**src/rtl/gpio_mmio_ctrl.sv**
```systemverilog
module gpio_mmio_ctrl #(
  parameter int WIDTH        = 32,
  parameter int ADDR_W       = 3,
  parameter int HAS_SETCLR   = 1,
  parameter int DIR_MODE     = 1,
  parameter int SET_READBACK = 1,
  parameter int MIRROR       = 0,
  parameter int BYTE_SWAP    = 0
) (
  input  logic              clk,
  input  logic              rst_n,
  input  logic [ADDR_W-1:0] bus_addr,
  input  logic              bus_we,
  input  logic [WIDTH-1:0]  bus_wdata,
  output logic [WIDTH-1:0]  bus_rdata,
  input  logic [WIDTH-1:0]  pin_in,
  output logic [WIDTH-1:0]  pin_out,
  output logic [WIDTH-1:0]  pin_oe
);
  localparam int NB = WIDTH / 8;
  localparam bit SWAP_EN = (BYTE_SWAP != 0) && (WIDTH == 16 || WIDTH == 32);
  localparam logic [ADDR_W-1:0] OFF_DAT = ADDR_W'(0);
  localparam logic [ADDR_W-1:0] OFF_SET = ADDR_W'(1);
  localparam logic [ADDR_W-1:0] OFF_CLR = ADDR_W'(2);
  localparam logic [ADDR_W-1:0] OFF_DIR = ADDR_W'(3);

  function automatic logic [WIDTH-1:0] swap_bytes(input logic [WIDTH-1:0] v);
    logic [WIDTH-1:0] r;
    r = v;
    if (SWAP_EN)
      for (int b = 0; b < NB; b++) r[8*b +: 8] = v[8*(NB-1-b) +: 8];
    return r;
  endfunction

  function automatic logic [WIDTH-1:0] mirror_bits(input logic [WIDTH-1:0] v);
    logic [WIDTH-1:0] r;
    r = v;
    if (MIRROR != 0)
      for (int i = 0; i < WIDTH; i++) r[i] = v[WIDTH-1-i];
    return r;
  endfunction

  logic [WIDTH-1:0] latch_q, oe_q, sync1_q, sync2_q, wr_line;

  assign wr_line = mirror_bits(swap_bytes(bus_wdata));

  always_ff @(posedge clk or negedge rst_n) begin
    if (!rst_n) begin
      latch_q <= '0;
      oe_q    <= '0;
      sync1_q <= '0;
      sync2_q <= '0;
    end else begin
      sync1_q <= pin_in;
      sync2_q <= sync1_q;
      if (bus_we) begin
        case (bus_addr)
          OFF_DAT: latch_q <= wr_line;
          OFF_SET: if (HAS_SETCLR != 0) latch_q <= latch_q | wr_line;
          OFF_CLR: if (HAS_SETCLR != 0) latch_q <= latch_q & ~wr_line;
          OFF_DIR: if (DIR_MODE != 0) oe_q <= (DIR_MODE == 1) ? wr_line : ~wr_line;
          default: ;
        endcase
      end
    end
  end

  always_comb begin
    bus_rdata = '0;
    case (bus_addr)
      OFF_DAT: bus_rdata = swap_bytes(mirror_bits(sync2_q));
      OFF_SET: if (HAS_SETCLR != 0 && SET_READBACK != 0)
                 bus_rdata = swap_bytes(mirror_bits(latch_q));
      OFF_DIR: if (DIR_MODE == 1) bus_rdata = swap_bytes(mirror_bits(oe_q));
               else if (DIR_MODE == 2) bus_rdata = swap_bytes(mirror_bits(~oe_q));
      default: ;
    endcase
  end

  assign pin_out = latch_q;
  assign pin_oe  = (DIR_MODE == 0) ? '1 : oe_q;

  a_r3_set_no_fall: assert property (@(posedge clk) disable iff (!rst_n)
    (bus_we && bus_addr == OFF_SET) |=> ((pin_out & $past(pin_out)) == $past(pin_out)));

  a_r4_clr_no_rise: assert property (@(posedge clk) disable iff (!rst_n)
    (bus_we && bus_addr == OFF_CLR) |=> ((pin_out & ~$past(pin_out)) == '0));

  a_r2_latch_holds: assert property (@(posedge clk) disable iff (!rst_n)
    !bus_we |=> $stable(pin_out));

  a_r6_oe_only_by_dir: assert property (@(posedge clk) disable iff (!rst_n)
    !(bus_we && bus_addr == OFF_DIR) |=> $stable(pin_oe));

  a_r10_unmapped_zero: assert property (@(posedge clk) disable iff (!rst_n)
    (bus_addr > OFF_DIR) |-> (bus_rdata == '0));
endmodule

```
**config.mk**
```make
export PLATFORM = sky130hd
export DESIGN_NAME = gpio_mmio_ctrl
export DESIGN_NICKNAME = d
export VERILOG_FILES = /design/src/rtl/gpio_mmio_ctrl.sv
export SDC_FILE = /design/constraint.sdc
export NUM_CORES = 1
export LEC_CHECK = 0
export CAP_MARGIN = 15
export CORE_ASPECT_RATIO = 0.7
export CORE_MARGIN = 8
export CORE_UTILIZATION = 35
export CTS_CLUSTER_SIZE = 14
export DETAILED_ROUTE_END_ITERATION = 10
export SLEW_MARGIN = 20
export SYNTH_ARGS = -nofsm -noshare
export SYNTH_HDL_FRONTEND = slang
export SYNTH_SLANG_ARGS = --single-unit
```
**constraint.sdc**
```tcl
create_clock -name clk -period 1.6 [get_ports clk]
set_input_delay 0.32 -clock clk [delete_from_list [all_inputs] [get_ports clk]]
set_output_delay 0.32 -clock clk [all_outputs]
set_load 0.02 [all_outputs]
```
==> results of run 1 <==
cells by family after synthesis:
group,count (synthesis),synth area share
AND/OR/NAND/NOR,43,0.0692
flip-flops,128,0.613
buffers and inverters,39,0.0357
AO/OA/AOI/OAI,96,0.152
multiplexers,64,0.130
timing repair:
action	CTS	global route
hold buffers	1	0
endpoints found under the setup margin	96	62
gates resized for setup	282	82
pin swaps	23	18
hold endpoints to repair	18	0
buffers inserted	0	0
where the power goes:
part           switching (mW)  internal (mW)  total (mW)
clock network            1.41           2.42        3.83
logic                    1.48           1.51        2.99
registers               0.225           3.66        3.88
total                    3.12           7.58        10.7
cell usage after synthesis:
cell       number
dfrtp_1       128
a211oi_1       32
a21boi_0       32
mux2_2         32
mux2i_1        32
a221o_1        25
and3b_1        25
clkbuf_1       17
buf_2           8
inv_1           8
nand2_1         7
nand4bb_1       7
o221ai_1        7
buf_4           3
buf_6           2
clkbuf_4        1
nand4b_1        1
nor3b_1         1
nor3b_2         1
or3b_1          1
through the flow:
step	cell area (um2)	cells
finish	8500	826
floorplan	5220	370
detailed placement	7810	793
CTS	8360	826
global route	8500	826
global placement	7810	793
worst max-delay path, cell delays in order (launching register included):
cell      delay (ns)
dfrtp_1         0.35
a21boi_0        0.12
a211oi_2        0.26
buf_4           0.18
layout make-up:
class	count	area, um2	share of cell area
well taps	195	244	0.0287
clock buffers	20	467	0.0549
multi-input cells	203	2050	0.241
repair buffers	260	2370	0.279
inverters	8	30.0	0.00353
clock inverters	12	134	0.0158
flip-flops and latches	128	3200	0.377
flip-flops by register name, summed over array words and instances (netlist names):
register  cells
sync1_q      32
pin_out      32
sync2_q      32
pin_oe       32
worst max path at each step:
stage,cells after the start,slack (ns),start,endpoint
2_1_floorplan,4,-0.12,bus_addr[1],bus_rdata[10]
3_3_place_gp,5,-0.58,bus_addr[1],bus_rdata[3]
3_5_place_dp,6,-0.58,bus_addr[1],bus_rdata[3]
4_1_cts,3,-0.09,pin_oe[1],bus_rdata[1]
5_1_grt,3,-0.12,pin_oe[11],bus_rdata[11]
6_report,3,-0.03,pin_oe[0],bus_rdata[0]
metal layers:
metal	up-vias	wire (um)
met1	2076	7740
li1	1894	-
met4	2	129
met2	115	7530
met3	13	1210
met5	-	8
==> impl_results.md, run 1 <==
- GR Overflow Total: 0
- Hold WS: 0.345 ns
- Number of fillers in the final layout: 1,214
- Die ar.: 19,200 um2
- Slew @ Worst Pin: 0.399 ns
- CP Max Fanout: 2
- Period utilization: 1.02
- Setup TNS: -0.135 ns
- Syn. warnings: 0
- Yosys reg bits: 128
- Antenna cell count: 0
- Static Leak: 3.84 nW
- CTS root buf: clkbuf_16
- Post-synth design cell area: 5220 um2
- Synth area leader: dfrtp_1
- Crit end category: primary output
- Initial Utilization: 0.357
- R2R Setup Slk: roughly 0.50 ns
- Post-synth cell types: 20
- PD cells: 1260 nW/um2
- HP Class: register to register
- Crit path kind: register to primary output
- RSZ-0062 raised after global routing: yes
- Total Power: 10.7 mW
- Via density: 4.96
- Clock Sink Count: between 100 and 150
- Max Cap Viol: 0
- Met1 usage: 0.233
- Pin count of the biggest net entering global routing: 48
- Post-Route WL: 16.6 mm
- Seq/Total Area, Yosys: 0.613
- Met3 GRT Util: 0.0652
- Worst Skew: 0.00405 ns
- Die height: 118 um
- Commonest non-fill, non-tap cell in the layout: dfrtp_1
- CP required: about 1.3 ns
- WL/cell: 20.1 um
- Overall Global Routing Usage: 0.177
- Clock-pin slew on the worst setup and hold paths: 0.06 ns
- Routed Antenna Nets: 0
- Setup ws final: -0.0298 ns
- VDD IR-drop max: ~0.00070 V
- CTS buffer count: 17
- Layout cells sized above 1: 0.377
- Initial antenna violation count: 1
- Worst-skew pair later-pin latency: roughly 0.40 ns
- Fmax: a little over 600 MHz
- CTS H-tree lvls: 4
- Hold-critical path depth: 0
- Worst reg2reg startpoint: pin_out[31]
- Status: finished with violations
- Worst hold start: sync1_q[10]
- Routed via count: 4,100
- Gpl congestion: 0.759
- FF-to-FF End: pin_out[31]
- Synth top area cells: dfrtp_1, mux2_2, mux2i_1
- Chip Width: 162 um
- I/O Buffers: 165
- First-pass GRT wire length: 26.7 mm
- Cell count after synthesis: 370
- CP Launch Type: register
- Max-slew violation count: 0
- Highest-count cells in the layout ignoring fill and taps: dfrtp_1, buf_4, clkdlybuf4s50_1, mux2_2
- # setup viols final: 11
- GR Util met2: 0.270
- Area growth syn-to-layout: 62.7%
- Failing checks: setup timing
- Finished Core Util: 0.581
- Synth Net Count: 440
- Post-Place Worst Slack: -0.584 ns
- Fin crit period: 1.63 ns
- CTS tree: built
- Syn avg cell area: 14.1 um2
- # IOs: 166
- First-pass iteration count of the detailed router: 4
- Hold Violations, Final: 0
- Nets: 688
- Slew headroom: 0.734
- Vias in the first global route: 4,685
- # rows: 37
- Share of the synthesized area in the top cell type: 0.613
- Core area: 14,600 um2
- Worst r2r path cells: 3
- Initial DRC Count: 165
- Busiest layer in global routing: met2
- Arr. time, crit path: 1.31 ns
- DR DRC count: 0
- Post-DP HPWL: 11.8 mm
- End of the worst hold path: sync2_q[10]
- Bufs on Longest Clock Path: 2
(Power assumes the default switching activity.)
==> run 2: changes to the inputs <==
- ABC_AREA: not set -> 1
==> run 2 against run 1 <==
The flow still finishes with violations (setup timing). Register-to-register slack better by 0.36 ns. Count of clock-buffer cells in the layout is 3 lower. Sequential share of layout area hardly changed. Power is 5.2% lower. Setup slack worse by 0.087 ns. Cell area hardly changed. First-iteration DRC count is 64% higher. Utilization is 3.4 points higher. Global-route usage is 2.2 points higher. Largest cell class unchanged.
==> impl_results.md, run 2 <==
- Status: finished with violations
- Failing checks: setup timing
- Highest-count cells in the layout ignoring fill and taps: nand2_1, dfrtp_1, clkdlybuf4s50_1, dlygate4sd2_1, buf_6
- CTS H-tree lvls: 4
- R2R Setup Slk: approximately 0.86 ns
- Worst reg2reg startpoint: pin_out[11]
- Cell count after synthesis: between 500 and 600
- Layout cells sized above 1: 0.261
- Overall Global Routing Usage: 0.199
- WL/cell: 18.2 um
- Seq/Total Area, Yosys: 0.650
- Vias in the first global route: 4,737
- First-pass GRT wire length: 27.2 mm
- CP Launch Type: primary input
- Finished Core Util: 0.615
- PD cells: around 1200 nW/um2
- Clock-pin slew on the worst setup and hold paths: 0.07 ns
- Crit end category: primary output
- XOR/XNOR share of the synthesized area: 0
- Share of the synthesized area in the top cell type: 0.650
- Cell with the most instances after synthesis: nand2_1
- Worst Skew: 0.00650 ns
- Slew headroom: 0.705
- Synth area leader: dfrtp_1
- Initial antenna violation count: 0
- Die height: 115 um
- Initial Utilization: 0.356
- Initial DRC Count: 270
- Slew @ Worst Pin: 0.442 ns
- FF-to-FF End: pin_out[11]
- Area growth syn-to-layout: 72.6%
- HP Class: primary input to register
- Core area: between 10,000 and 15,000 um2
- Asr flop ratio synth: 1.00
- Post-Route WL: 17.6 mm
- Number of fillers in the final layout: roughly 1,100
- Crit path kind: primary input to primary output
- # setup viols final: 32
- Synth top cells by count: nand2_1, dfrtp_1, inv_1, nand3_1, o21ai_1
- # rows: 36
- DR DRC count: 0
- Synth Area in Compound Gates: 0.0335
- # IOs: 166
- Routed via count: 4,531
- Post-Synth Adder-Cell Area: 0
- Post-synth top flop: dfrtp_1
- Setup TNS: -2.74 ns
- EDFF count, synth: 0
- Hold-critical path depth: 1
- Max-slew violation count: 0
- End of the worst hold path: sync1_q[27]
- First-pass iteration count of the detailed router: 5
- Syn avg cell area: 8.91 um2
- CP Max Fanout: 7
- Nets: 834
- Synth Net Count: 623
- Hold Violations, Final: 0
- Period utilization: 1.07
- Largest family of logic cells by synthesized area: simple AND/OR/NAND/NOR gates
- Pin count of the biggest net entering global routing: between 40 and 50
- Post-synth cell types: 11
- Die ar.: 18,200 um2
- Fmax: ~600 MHz
- Gpl congestion: 0.760
- CTS buffer count: 17
- GR Overflow Total: 0
- Crit. Startpoint: bus_addr[1]
- Commonest non-fill, non-tap cell in the layout: nand2_1
- Fin crit period: 1.72 ns
- Yosys reg bits: 128
- CTS root buf: clkbuf_16
- Bufs on Longest Clock Path: 2
- Static Leak: 4.51 nW
- RSZ-0062 raised after global routing: yes
- Mux cell area share after synthesis: 0
- Setup ws final: -0.116 ns
- I/O Buffers: ~170
- Post-synth design cell area: 4930 um2
- Worst-skew pair later-pin latency: slightly above 0.4 ns
- Post-DP HPWL: about 11 mm
- Simple-Gate Fraction of Synth Area: 0.263
- CTS tree: built
- Worst hold start: pin_in[27]
- Chip Width: around 160 um
- Max Cap Viol: 0
- Synth top area cells: dfrtp_1, nand2_1, nand3_1
- Routed Antenna Nets: 0
- Worst r2r path cells: 3
- Clock Sink Count: around 130
- Syn. warnings: 0
- VDD IR-drop max: between 0.0007 and 0.0008 V
- CP required: between 1 and 1.5 ns
- Via density: 4.68
- Arr. time, crit path: 1.40 ns
run 2: how the worst max path moves through the flow:
stage,endpoint,cells after the start
after floorplan,bus_rdata[10],6
after global placement,bus_rdata[11],7
after detailed placement,bus_rdata[11],8
after CTS,bus_rdata[27],10
after global routing,bus_rdata[19],10
final,bus_rdata[11],10
run 2: stage by stage:
stage | hold slack, ns | cell area, um2 | power [mW] | cells | setup slack (ns)
floorplan | 0.0244 | 4930 | 4.69 | 553 | 0.219
finish | 0.331 | 8500 | 10.1 | 968 | -0.116
CTS | 0.325 | 8390 | 10.2 | 965 | -0.109
detailed placement | 0.296 | 6990 | 5.90 | 909 | -0.907
global route | 0.329 | 8500 | 10.6 | 967 | -0.163
global placement | 0.291 | 6990 | 5.86 | 909 | -0.890
run 2: critical path: stages:
cell and delay [ns]:
buf_8 0.10, nor2_4 0.13, buf_6 0.11, inv_4 0.03, nor2_4 0.13, buf_6 0.15, buf_16 0.17, nand2_4 0.05
nand3_2 0.07, buf_6 0.12
run 2: power by group:
group          leakage [nW]  internal (mW)  switching [mW]
logic                  2.64          0.872            1.11
clock network         0.314           2.67            1.59
registers              1.56           3.59           0.317
run 2: per-layer routing:
layer  vias to the layer above  global-route usage  share of wire
met5                         -                   0              0
met4                         0              0.0525          0.012
met3                        16              0.0680          0.084
met2                       172               0.306           0.46
met1                      2219               0.264           0.45
li1                       2124                   -              -
run 2: cells by family (layout without fill, tap and decap cells):
| group | Yosys count | in the layout |
|---|---|---|
| buffers and inverters | 62 | 286 |
| DFF | 128 | 128 |
| other | 0 | 1 |
| and+or+nand+nor | 330 | 330 |
| AOI/OAI and AO/OA | 33 | 33 |
run 2: area by class of cell:
class / instances / area [um2] / share of cell area
clock inverters: 15 / 220 / 0.0259
diodes: 1 / 2.50 / 0.000294
clock buffers: 17 / 425 / 0.0500
flip-flops and latches: 128 / 3200 / 0.377
inverters: 38 / 150 / 0.0177
well taps: 190 / 238 / 0.0280
repair buffers: 216 / 2400 / 0.282
multi-input cells: 363 / 1860 / 0.219
run 2: repair_timing:
item	in CTS	in global routing
endpoints found under the hold margin	24	0
setup endpoints to repair	96	33
cloned	10	0
resized for setup	376	38
pin swaps	16	11
hold buffers	1	0
setup buffers	15	5
